$ cat src/rtl/burst_addr_ctr.sv
module burst_addr_ctr #(
  parameter int ADDR_W = 14,
  parameter int USED_W = 14
) (
  input  logic              clk,
  input  logic              rst_n,
  input  logic [ADDR_W-1:0] ext_addr,
  input  logic              strobe_n,
  input  logic              step_n,
  input  logic              clear_n,
  output logic [ADDR_W-1:0] cur_addr
);

  localparam int SPARE_W = ADDR_W - USED_W;
  localparam logic [ADDR_W-1:0] KEEP_MASK = ADDR_W'({USED_W{1'b1}});

  logic [USED_W-1:0] cnt_q;

  always_ff @(posedge clk or negedge rst_n) begin
    if (!rst_n)
      cnt_q <= '0;
    else if (!clear_n)
      cnt_q <= '0;
    else if (!strobe_n)
      cnt_q <= ext_addr[USED_W-1:0];
    else if (!step_n)
      cnt_q <= cnt_q + 1'b1;
  end

  generate
    if (SPARE_W > 0) begin : g_pad
      assign cur_addr = {{SPARE_W{1'b0}}, cnt_q};
    end else begin : g_full
      assign cur_addr = cnt_q;
    end
  endgenerate

  always_comb begin
    if (!rst_n) AST_RESET_ZERO: assert (cur_addr == '0);
  end

  AST_CLEAR_WINS: assert property (@(posedge clk) disable iff (!rst_n)
    !clear_n |=> cur_addr == '0);

  AST_LOAD: assert property (@(posedge clk) disable iff (!rst_n)
    (clear_n && !strobe_n) |=> cur_addr == ($past(ext_addr) & KEEP_MASK));

  AST_STEP: assert property (@(posedge clk) disable iff (!rst_n)
    (clear_n && strobe_n && !step_n) |=> cur_addr == (($past(cur_addr) + 1'b1) & KEEP_MASK));

  AST_HOLD: assert property (@(posedge clk) disable iff (!rst_n)
    (clear_n && strobe_n && step_n) |=> $stable(cur_addr));

  AST_WRAP: assert property (@(posedge clk) disable iff (!rst_n)
    (clear_n && strobe_n && !step_n && cur_addr == KEEP_MASK) |=> cur_addr == '0);

  AST_SPARE_ZERO: assert property (@(posedge clk) disable iff (!rst_n)
    (cur_addr & ~KEEP_MASK) == '0);

endmodule

$ cat config.mk
export PLATFORM = sky130hd
export DESIGN_NAME = burst_addr_ctr
export DESIGN_NICKNAME = d
export VERILOG_FILES = /design/src/rtl/burst_addr_ctr.sv
export SDC_FILE = /design/constraint.sdc
export NUM_CORES = 1
export LEC_CHECK = 0
export ABC_AREA = 1
export CORE_UTILIZATION = 45
export CTS_CLUSTER_DIAMETER = 100
export DETAILED_ROUTE_END_ITERATION = 8
export PLACE_DENSITY = 0.88
export RECOVER_POWER = 50
export SLEW_MARGIN = 20
export SYNTH_ARGS = -nofsm -noshare
export SYNTH_HDL_FRONTEND = slang
export SYNTH_SLANG_ARGS = --single-unit
$ cat constraint.sdc
create_clock -name clk -period 3.05 [get_ports clk]
set_input_delay 0.61 -clock clk [delete_from_list [all_inputs] [get_ports clk]]
set_output_delay 0.61 -clock clk [all_outputs]
set_load 0.01 [all_outputs]
# --- After elaboration in Yosys (flattened, before gate mapping) ---
# Cells that the tools add are included.
# Widths: inputs -> output; s select.
word_totals:
  ff_bits: 14
  inputBits: 19
classes:
  n_eq_ne: 1
  n_mux: 3
  add_sub_neg: 1
op_table:
  columns: ["cell", "n"]
  rows:
  - ["$mux 14", 3]
  - ["$add 14x1->14 const B", 1]
  - ["$ne 3x3->1 const B", 1]

# --- Logic depth before layout (Yosys ltp) ---
depth:
  depth_word: 4
  ltp_mapped: 8
  mapped_depth_nobuf: 8

# --- Least setup slack after synthesis ---
# Ideal clock, no wire load.
synth_timing:
  path_kind: "input port to flip-flop"
  start: "input port strobe_n"
  end: "register cnt_q[2] (netlist: cur_addr[2])"
  path_slack_ns: 1.699
  t_required_ns: 2.924
  setup_time_ns: 0.126
  arrival_ns: 1.225
  path_stages: 5
  path_cell_list: "buf_4 -> nand3_1 -> clkinv_1 -> nand2_1 -> o31ai_1"
synth_between:
  elab_chain_cells: 2
  word_cells_on_any_way: 3
synth_lines:
  columns: ["item", "line", "text"]
  rows:
  - ["start: declaration", "8", "input logic strobe_n,"]
  - ["$mux 14", "24", "else if (!strobe_n)"]
  - ["$mux 14", "22", "else if (!clear_n)"]
  - ["end signal: assignment", "25", "cnt_q <= ext_addr[USED_W-1:0];"]
  - ["end signal: assignment", "27", "cnt_q <= cnt_q + 1'b1;"]
  - ["end: declaration", "17", "logic [USED_W-1:0] cnt_q;"]
# Parallel ways exist; a longest one is shown, timed or not.
# A chain may end at the register's enable or synchronous reset.

# --- Worst setup path in the final report ---
layout_timing:
  start: "input port strobe_n"
  end: "register cnt_q[6] (netlist: cur_addr[6])"
# Same word-level chain as after synthesis.

==> results.py <==
metrics = {
    "outcome": {
        "status": "complete, no violations",
    },
    "die": {
        "die_w_um": 49.1,
        "die_y_um": 49.1,
        "ios": 33,
        "die_area_mm2": 0.00241,
        "start_util": 0.494,
        "row_count": 16,
        "core_area_mm2": 0.00202,
    },
    "cts": {
        "clock-sinks": 14,
        "ctsHoldBuffers": 0,
        "worstSkewPairLatency_ps": 280,
        "htree_levels": 1,
        "cts_root_buffer": "clkbuf_4",
        "cts_max_path_buffers": 2,
        "clk_pin_slew_ps": 80,
        "postCtsSetupBuffers": 0,
        "cts_made_buffers": 3,
        "cts_tree": "done",
        "cts.repair.resized": 0,
    },
    "finish": {
        "final_cells": 212,
        "final_core_util": 0.670,
        "drive_above_1_share": 0.0757,
        "seq_area_um2": 350,
        "diodes": 0,
        "area_growth_pct": 35.5,
        "multiInputGateArea_um2": 572,
        "largest_reg_flops": 14,
        "fin_nets": 207,
        "fillers": 185,
    },
    "place": {
        "gp_congestion": 0.865,
        "io_buffers": 32,
        "dp_hpwl_mm": 1.83,
        "dp.cells": 209,
    },
    "yosys": {
        "synth_area_per_cell_um2": 6.53,
        "synth_top_area_frac": 0.350,
        "yosys-top-cells-area": "dfrtp_1 (35%), nand2_1 (18%), nor2_1 (12%)",
        "ys_types": 22,
        "yosysSeqAreaShare": 0.350,
        "syn_inst": 153,
        "ys_warn_count": 0,
        "synth_seq_cells": 14,
        "syn_area_um2": 1000,
        "yosysTopAreaCell": "dfrtp_1",
        "syn_nets": 173,
    },
    "global_route": {
        "grt_pass1_vias": 1005,
        "grt_overflow": 0,
        "grt_usage": 0.232,
        "grt_max_degree": 16,
        "antenna_found_initial": 0,
        "grt_pass1_wl_mm": 4.28,
    },
    "detailed_routing": {
        "wl_mm": 2.52,
        "drt-met1-wl_mm": 1.13,
        "drt_iter0_markers": 26,
        "ant_nets": 0,
        "wire_per_inst_um": 11.9,
        "firstDrtPassIters": 4,
        "route.met2.wl_mm": 1.25,
        "wl_met3_um": 121,
        "highest_layer": "met4",
        "post-route-drc-count": 0,
        "routed_via_density": 5.03,
        "num_vias": 1067,
    },
    "sta": {
        "finalMaxSlewViolations": 0,
        "slew_headroom": 0.536,
        "fin_crit_ps": 2000,
        "tightest_slew_ps": 694,
        "finalSetupViolations": 0,
        "rsz0062_at_grt": "no",
        "skew_ps": 1.66,
        "hold_viol": 0,
        "fmaxAchievable_ghz": 0.499,
        "timing.final.crit_share": 0.657,
        "setup_tns_ps": 0,
    },
    "flow_run": {
        "maxCapViolations": 0,
    },
    "worst_setup_path": {
        "crit_path_end_kind": "flip-flop",
        "start_kind": "input pin",
        "crit_type": "input pin to flip-flop",
        "cp.required_ps": 3200,
        "cp.arrival_ps": 2160,
        "critical_path_peak_fanout": 14,
    },
    "power_and_ir_drop": {
        "peakVddDrop_v": 0.000239,
        "p_per_area_mw_per_mm2": 333,
        "total_power_uw": 452,
        "cellLeakagePower_uw": 0.000613,
    },
    "min_path": {
        "holdCritPathClass": "flip-flop to flip-flop",
    },
}
==> layout by cell type (no fill, tap or decap), drive strengths merged <==
master         instances
o21ai                  7
clkdlybuf4s50         24
o21bai                 2
clkbuf                 3
clkinv                 1
xnor2                  1
dfrtp                 14
nand3                 11
dlygate4sd3            8
o31ai                  2
xor2                   4
buf                    1
o22ai                  1
a21oi                  1
inv                   12
nand2                 50
nor2                  36
ha                     1
nand4                  5
or2                    1
==> synthesized netlist by cell type <==
| library cell | instances |
|---|---|
| nand3_1 | 11 |
| clkinv_1 | 1 |
| buf_2 | 2 |
| nand2_1 | 47 |
| or2_2 | 1 |
| o22ai_1 | 1 |
| xor2_1 | 4 |
| o21ai_0 | 7 |
| o21bai_1 | 1 |
| dfrtp_1 | 14 |
| nand2_2 | 3 |
| a21oi_1 | 1 |
| ha_1 | 1 |
| nor2_2 | 5 |
| inv_1 | 12 |
| o31ai_1 | 2 |
| buf_6 | 1 |
| xnor2_1 | 1 |
| nor2_1 | 31 |
| o21bai_2 | 1 |
| nand4_1 | 5 |
| buf_4 | 1 |
==> metal layers <==
layer | vias to the layer above | global-route usage
li1 | 552 | -
met1 | 478 | 0.290
met2 | 34 | 0.409
met3 | 3 | 0.0312
met4 | 0 | 0.0735
met5 | - | 0
==> cells by family (layout without fill, tap and decap cells) <==
kind of cell             after synthesis  in the layout  synth area share
AND/OR/NAND/NOR                      103            103             0.436
adder cells (fa/ha/maj)                1              1            0.0125
XOR/XNOR                               5              5            0.0438
buffers and inverters                 17             49            0.0776
flip-flops                            14             14             0.350
AO/OA/AOI/OAI                         13             13            0.0801
==> worst max-delay path, stage by stage <==
cell             delay (ps)
clkdlybuf4s50_1         720
nand2_1                 100
nand2_1                 420
nor2_1                   70
o21ai_0                 100
o21ai_0                 140
==> power breakdown <==
part	internal, µW	switching [µW]	leakage, µW	total (µW)
registers	200	21.3	0.000184	221
clock network	45.9	61.7	0.0000138	108
logic	64.6	58.1	0.000416	123
total	310	141	0.000613	452
==> final timing paths <==
path	startpoint	endpoint	slack [ps]	depth (start not counted)
worst max-delay path	strobe_n	cur_addr[6]	1050	6
worst min-delay path	cur_addr[13]	cur_addr[13]	550	2
min in group asynchronous	rst_n	cur_addr[8]	810	1
worst max register to register	cur_addr[0]	cur_addr[6]	1570	6
max in group asynchronous	rst_n	cur_addr[7]	1800	1
worst min register to register	cur_addr[13]	cur_addr[13]	550	2
==> final cells by class <==
cell class	count	share of cell area
sequential	14	0.259
tap	27	0.0249
multi-input combinational	122	0.422
inverter	13	0.0360
timing repair buffer	33	0.242
clock buffer	3	0.0166
==> through the flow <==
| stage | hold WS [ps] | setup slack (ps) | cell area, µm² |
|---|---|---|---|
| global route | 573 | 929 | 1360 |
| CTS | 558 | 1030 | 1360 |
| global placement | 523 | 884 | 1330 |
| floorplan | 314 | 1700 | 1000 |
| detailed placement | 538 | 733 | 1330 |
| finish | 552 | 1050 | 1360 |
No activity file was read; power rests on OpenSTA's default activity.
